## src/rtl/cfgwin_pkg.sv

```systemverilog
package cfgwin_pkg;
  typedef enum logic {
    WIN_INDEX = 1'b0,
    WIN_DATA  = 1'b1
  } win_port_e;

  localparam int CFG_REG_COUNT  = 4;
  localparam int REG_LOW_OFF    = 0;
  localparam int REG_HIGH_OFF   = 1;
  localparam int REG_ALT_OFF    = 2;
  localparam int REG_CHOOSE_OFF = 3;
  localparam int SEL_FIELD_LSB  = 1;
  localparam int EN_BIT         = 0;
  localparam int CHOOSE_BIT     = 0;
endpackage

```

## src/rtl/cfgwin_space.sv

```systemverilog
module cfgwin_space
  import cfgwin_pkg::*;
#(
  parameter int DATA_W    = 8,
  parameter int REG_BASE  = 8'h2C,
  parameter int SEL_W     = 2,
  parameter logic [2*DATA_W-1:0] BASE_MASK = 16'hFFE0
) (
  input  logic                clk,
  input  logic                rst,
  input  logic                wr,
  input  logic                rd,
  input  logic                sel,
  input  logic [DATA_W-1:0]   wdata,
  output logic [DATA_W-1:0]   rdata,
  output logic                en_bit,
  output logic [2*DATA_W-1:0] base,
  output logic                src_alt,
  output logic [SEL_W-1:0]    sel_low,
  output logic [SEL_W-1:0]    sel_alt
);
  localparam int OFF_W = $clog2(CFG_REG_COUNT);
  localparam logic [DATA_W:0] BASE_V = (DATA_W+1)'(REG_BASE);
  localparam logic [DATA_W:0] LAST_V = (DATA_W+1)'(REG_BASE + CFG_REG_COUNT);

  logic [DATA_W-1:0] index_q;
  logic [DATA_W-1:0] store [CFG_REG_COUNT];
  logic [CFG_REG_COUNT-1:0] we;
  logic              hit;
  logic [OFF_W-1:0]  off;
  logic [DATA_W-1:0] rd_mux;

  always_comb begin
    hit = ({1'b0, index_q} >= BASE_V) && ({1'b0, index_q} < LAST_V);
    off = index_q[OFF_W-1:0] - BASE_V[OFF_W-1:0];
  end

  generate
    for (genvar r = 0; r < CFG_REG_COUNT; r++) begin : g_we
      assign we[r] = wr && (win_port_e'(sel) == WIN_DATA) && hit && (off == OFF_W'(r));
    end
  endgenerate

  always_ff @(posedge clk) begin
    if (rst) begin
      index_q <= '0;
    end else if (wr && (win_port_e'(sel) == WIN_INDEX)) begin
      index_q <= wdata;
    end
  end

  always_ff @(posedge clk) begin
    for (int r = 0; r < CFG_REG_COUNT; r++) begin
      if (rst) begin
        store[r] <= '0;
      end else if (we[r]) begin
        store[r] <= wdata;
      end
    end
  end

  always_comb begin
    rd_mux = hit ? store[off] : '0;
  end

  always_ff @(posedge clk) begin
    if (rst) begin
      rdata <= '0;
    end else if (rd) begin
      rdata <= (win_port_e'(sel) == WIN_INDEX) ? index_q : rd_mux;
    end
  end

  assign en_bit  = store[REG_LOW_OFF][EN_BIT];
  assign base    = {store[REG_HIGH_OFF], store[REG_LOW_OFF]} & BASE_MASK;
  assign src_alt = store[REG_CHOOSE_OFF][CHOOSE_BIT];
  assign sel_low = store[REG_LOW_OFF][SEL_FIELD_LSB +: SEL_W];
  assign sel_alt = store[REG_ALT_OFF][SEL_FIELD_LSB +: SEL_W];
endmodule

```

## src/rtl/cfgwin_sel_hold.sv

```systemverilog
module cfgwin_sel_hold #(
  parameter int SEL_W = 2
) (
  input  logic             clk,
  input  logic             rst,
  input  logic             busy,
  input  logic             src_alt,
  input  logic [SEL_W-1:0] sel_low,
  input  logic [SEL_W-1:0] sel_alt,
  output logic [SEL_W-1:0] active,
  output logic             pending
);
  logic [SEL_W-1:0] wanted;

  always_comb begin
    wanted = src_alt ? sel_alt : sel_low;
  end

  always_ff @(posedge clk) begin
    if (rst) begin
      active <= '0;
    end else if (!busy) begin
      active <= wanted;
    end
  end

  assign pending = (wanted != active);
endmodule

```

## src/rtl/cfgwin_od_mux.sv

```systemverilog
module cfgwin_od_mux #(
  parameter int NUM_PORTS = 4,
  parameter int SEL_W     = 2
) (
  input  logic [SEL_W-1:0]     sel,
  input  logic                 host_scl_oe,
  input  logic                 host_sda_oe,
  output logic                 host_scl_in,
  output logic                 host_sda_in,
  output logic [NUM_PORTS-1:0] port_scl_oe,
  output logic [NUM_PORTS-1:0] port_sda_oe,
  input  logic [NUM_PORTS-1:0] port_scl_in,
  input  logic [NUM_PORTS-1:0] port_sda_in
);
  logic [NUM_PORTS-1:0] hot;

  generate
    for (genvar p = 0; p < NUM_PORTS; p++) begin : g_port
      assign hot[p]         = (sel == SEL_W'(p));
      assign port_scl_oe[p] = hot[p] & host_scl_oe;
      assign port_sda_oe[p] = hot[p] & host_sda_oe;
    end
  endgenerate

  assign host_scl_in = |(hot & port_scl_in);
  assign host_sda_in = |(hot & port_sda_in);
endmodule

```

## src/rtl/cfgwin_port_router.sv

```systemverilog
module cfgwin_port_router #(
  parameter int DATA_W    = 8,
  parameter int NUM_PORTS = 4,
  parameter int REG_BASE  = 8'h2C,
  parameter logic [2*DATA_W-1:0] BASE_MASK = 16'hFFE0,
  localparam int SEL_W    = $clog2(NUM_PORTS)
) (
  input  logic                 clk,
  input  logic                 rst,
  input  logic                 win_wr,
  input  logic                 win_rd,
  input  logic                 win_sel,
  input  logic [DATA_W-1:0]    win_wdata,
  output logic [DATA_W-1:0]    win_rdata,
  input  logic                 ctrl_busy,
  output logic                 ctrl_en,
  output logic [2*DATA_W-1:0]  ctrl_base,
  output logic [SEL_W-1:0]     port_sel,
  output logic                 sel_pending,
  input  logic                 host_scl_oe,
  input  logic                 host_sda_oe,
  output logic                 host_scl_in,
  output logic                 host_sda_in,
  output logic [NUM_PORTS-1:0] port_scl_oe,
  output logic [NUM_PORTS-1:0] port_sda_oe,
  input  logic [NUM_PORTS-1:0] port_scl_in,
  input  logic [NUM_PORTS-1:0] port_sda_in
);
  logic             src_alt;
  logic [SEL_W-1:0] sel_low;
  logic [SEL_W-1:0] sel_alt;

  cfgwin_space #(
    .DATA_W(DATA_W), .REG_BASE(REG_BASE), .SEL_W(SEL_W), .BASE_MASK(BASE_MASK)
  ) u_space (
    .clk(clk), .rst(rst), .wr(win_wr), .rd(win_rd), .sel(win_sel),
    .wdata(win_wdata), .rdata(win_rdata), .en_bit(ctrl_en), .base(ctrl_base),
    .src_alt(src_alt), .sel_low(sel_low), .sel_alt(sel_alt)
  );

  cfgwin_sel_hold #(.SEL_W(SEL_W)) u_hold (
    .clk(clk), .rst(rst), .busy(ctrl_busy), .src_alt(src_alt),
    .sel_low(sel_low), .sel_alt(sel_alt), .active(port_sel), .pending(sel_pending)
  );

  cfgwin_od_mux #(.NUM_PORTS(NUM_PORTS), .SEL_W(SEL_W)) u_mux (
    .sel(port_sel), .host_scl_oe(host_scl_oe), .host_sda_oe(host_sda_oe),
    .host_scl_in(host_scl_in), .host_sda_in(host_sda_in),
    .port_scl_oe(port_scl_oe), .port_sda_oe(port_sda_oe),
    .port_scl_in(port_scl_in), .port_sda_in(port_sda_in)
  );
endmodule

```

## config.mk

```make
export PLATFORM = sky130hd
export DESIGN_NAME = cfgwin_port_router
export DESIGN_NICKNAME = d
export VERILOG_FILES = /design/src/rtl/cfgwin_pkg.sv /design/src/rtl/cfgwin_space.sv /design/src/rtl/cfgwin_sel_hold.sv /design/src/rtl/cfgwin_od_mux.sv /design/src/rtl/cfgwin_port_router.sv
export SDC_FILE = /design/constraint.sdc
export NUM_CORES = 1
export LEC_CHECK = 0
export BUFFER_PORTS_ARGS = -buffer_cell sky130_fd_sc_hd__buf_2
export CORE_MARGIN = 5
export CORE_UTILIZATION = 57
export CTS_CLUSTER_SIZE = 24
export DETAILED_ROUTE_END_ITERATION = 16
export GPL_ROUTABILITY_DRIVEN = 0
export PLACE_DENSITY = 0.89
export SLEW_MARGIN = 40
export SYNTH_ARGS = -nofsm -noshare
export SYNTH_HDL_FRONTEND = slang
export SYNTH_HIERARCHICAL = 1
export SYNTH_SLANG_ARGS = --single-unit
export TNS_END_PERCENT = 1
```

## constraint.sdc

```tcl
create_clock -name clk -period 3.6 [get_ports clk]
set_input_delay 1.08 -clock clk [delete_from_list [all_inputs] [get_ports clk]]
set_output_delay 1.08 -clock clk [all_outputs]
set_load 0.005 [all_outputs]
```

==> impl_metrics.csv <==
group,metric,value,unit
synthesis,synth_enable_flop_cells,32,
setup_path,end_kind,"output pin",
cells_and_area,drive_gt1_frac,0.408,
hold_path,hold_path.startpoint,"u_space/rdata[2]",
global_routing,grt_pass1_vias,1720,
outcome,status,"completed",
power,power.density,443,nW/µm²
setup_path,crit_path_start,"port_scl_in[3]",
job,max_cap_viol_count,0,
cells_and_area,final_nets,278,
global_routing,grt_pass1_wl,9.14,mm
setup_path,worst_ep_arrival_time,1.75,ns
clocking,clock-root-buffer,"clkbuf_8",
clocking,clk_path_buf_depth,2,
drt,drt_pass1_iterations,4,
floorplan,die_x,77.8,µm
global_routing,antenna_found_initial,0,
setup_path,path_delay_family,"multiplexers",
floorplan,row_count,24,
setup_path,crit_top_cell,"buf_2",
power,p_leak,1.17,nW
setup_path,cpMaxStageDelayCell,"mux4_2",
synthesis,synth-seq-area-share,0.519,
synthesis,syn_inst,210,
clocking,hold_buffers,0,
power,total_power,1.32,mW
hold_path,hold_path.class,"reg2reg",
clocking,ctsResizeCount,0,
synthesis,yosys-top-cells-area,"edfxtp_1 37%, dfxtp_1 15%, mux4_2 8.6%, nor3_2 6.1%, mux2i_1 3.8%",
setup_path,critical_path_class,"in2out",
clocking,cts-htree-levels,2,
drt,wirelength,5.60,mm
synthesis,async_flop_share,0,
floorplan,die_y,77.8,µm
sta,setup_viol,0,
setup_path,r2r_end,"u_space/store[3][4]",
cells_and_area,mostFrequentLayoutCell,"buf_2",
setup_path,start_kind,"input pin",
synthesis,avgSynthCellArea,12.5,µm²
cells_and_area,layout_common_cells,"56 x buf_2, 32 x edfxtp_1, 20 x dfxtp_1",
setup_path,r2r_cells,4,
clocking,clk_pin_slew,0.09,ns
setup_path,worst-path-buf-inv,2,
drt,vias_per_cell,5.82,
sta,setup_tns,0,ns
power,ir_worst_vdd,0.291,mV
sta,hold_violations,0,
setup_path,worstPathRequired,2.52,ns
placed_design,numPortBuffers,56,
global_routing,grtUsageTotal,0.191,
global_routing,grt_overflow,0,
drt,drc,0,
floorplan,coreArea,4410,µm²
clocking,post_cts_buffers,0,
drt,drt_iter0_markers,133,
sta,slew_headroom,0.434,
drt,wire_per_inst,18.2,µm
synthesis,yosysTopAreaCell,"edfxtp_1",
cells_and_area,antenna_cells,0,
sta,post-route-min-period,2.83,ns
sta,worst_pin_slew,0.849,ns
clocking,cts_tree,"done",
clocking,cts_num_sinks,52,
floorplan,ioPinCount,62,
synthesis,synth_seq_cells,52,
setup_path,reg2reg_from,"u_space/index_q[6]",
synthesis,synth_cell_type_count,30,
setup_path,path_cells,"buf_2, mux4_2, buf_2",
sta,fin_crit_sh,0.787,
synthesis,ys.flop_type,"edfxtp_1",
clocking,insertion_delay,0.30,ns
floorplan,design.die.area,6060,µm²
synthesis,synth_area,2620,µm²
sta,finalMaxSlewViolations,0,
drt,vias,1788,
sta,finalClockSkew,0.00650,ns
synthesis,yosysTopAreaCellShare,0.366,
drt,drtAntennaViolNets,0,
cells_and_area,areaGrowthSynthToFinish,13.9,%
setup_path,slowest_delay,0.44,ns
placed_design,place_hpwl,4.01,mm
global_routing,grt_max_degree,25,
synthesis,yosys_warnings,6,
sta,timing.fmax,0.353,GHz
setup_path,path_max_fanout,1,
floorplan,start_util,0.594,
clocking,cts_made_buffers,5,
hold_path,worstHoldEndpoint,"u_space/rdata[2]",
sta,rsz0062_at_grt,"no",
setup_path,regToRegSetupSlack,1.45,ns
hold_path,holdPathStages,2,
tightest hold or removal path, cell delays in order, from the launching register on:
cell      delay [ns]
dfxtp_1         0.32
o21bai_1        0.12
a31oi_1         0.04
layer usage:
layer / up-vias / GRT usage / wire, µm
met1: 880 / 0.254 / 2300
li1: 837 / - / -
met2: 67 / 0.304 / 2830
met5: - / 0 / 0
met4: 0 / 0.0515 / 55
met3: 4 / 0.0567 / 413
how the worst max path moves through the flow:
stage	cells after the start	endpoint	slack, ns
2_1_floorplan	1	host_scl_in	0.99
3_3_place_gp	5	u_space/store[3][4]	0.69
3_5_place_dp	5	u_space/store[3][4]	0.65
4_1_cts	3	host_sda_in	0.76
5_1_grt	3	host_sda_in	0.74
6_report	3	host_scl_in	0.77
cell families (layout without fill, tap and decap cells):
family,Yosys count,count (layout),synth area share
xor+xnor,2,2,0.00668
simple gates,76,76,0.203
flops,52,52,0.519
other cells,1,5,0.00143
buf+inv,37,78,0.0868
mux,20,20,0.124
compound gates,22,22,0.0591
layout make-up:
cell class | instances | area (µm²)
Timing Repair Buffer | 61 | 318
Clock inverter | 3 | 90.1
Multi-Input combinational cell | 125 | 1050
Inverter | 9 | 33.8
Tap cell | 52 | 65.1
Fill cell | 315 | 1430
Clock buffer | 5 | 68.8
Sequential cell | 52 | 1360
registers in the layout (all words and copies together), names as in the netlist, named ones only:
| name | cells |
|---|---|
| u_hold/active | 2 |
| u_space/index_q | 8 |
| u_space/rdata | 8 |
| u_space/store | 32 |
metrics by stage:
step            util  area (µm²)  hold slack, ns  std cells  setup slack, ns
2_1_floorplan      -        2640           0.468        214            0.986
3_3_place_gp   0.641        2830           0.486        299            0.691
3_5_place_dp   0.641        2830           0.499        299            0.655
4_1_cts        0.677        2990           0.514        307            0.760
5_1_grt        0.677        2990           0.531        307            0.743
6_report       0.677        2990           0.515        307            0.766
cells in the mapped netlist (4+ instances only):
| library cell | instances |
|---|---|
| nor2_1 | 10 |
| clkbuf_1 | 8 |
| and3b_2 | 4 |
| buf_4 | 13 |
| mux4_2 | 10 |
| nand2b_1 | 9 |
| edfxtp_1 | 32 |
| o21bai_1 | 12 |
| a31oi_1 | 8 |
| inv_1 | 9 |
| mux2i_1 | 10 |
| nand3_1 | 8 |
| nor3_1 | 16 |
| dfxtp_1 | 20 |
| nor3_2 | 16 |
| buf_6 | 5 |
report_power, final:
part	internal [mW]	switching, mW
Sequential	0.653	0.0217
Combinational	0.0592	0.0593
Clock	0.347	0.184
Power figures use the tool's default switching activity.
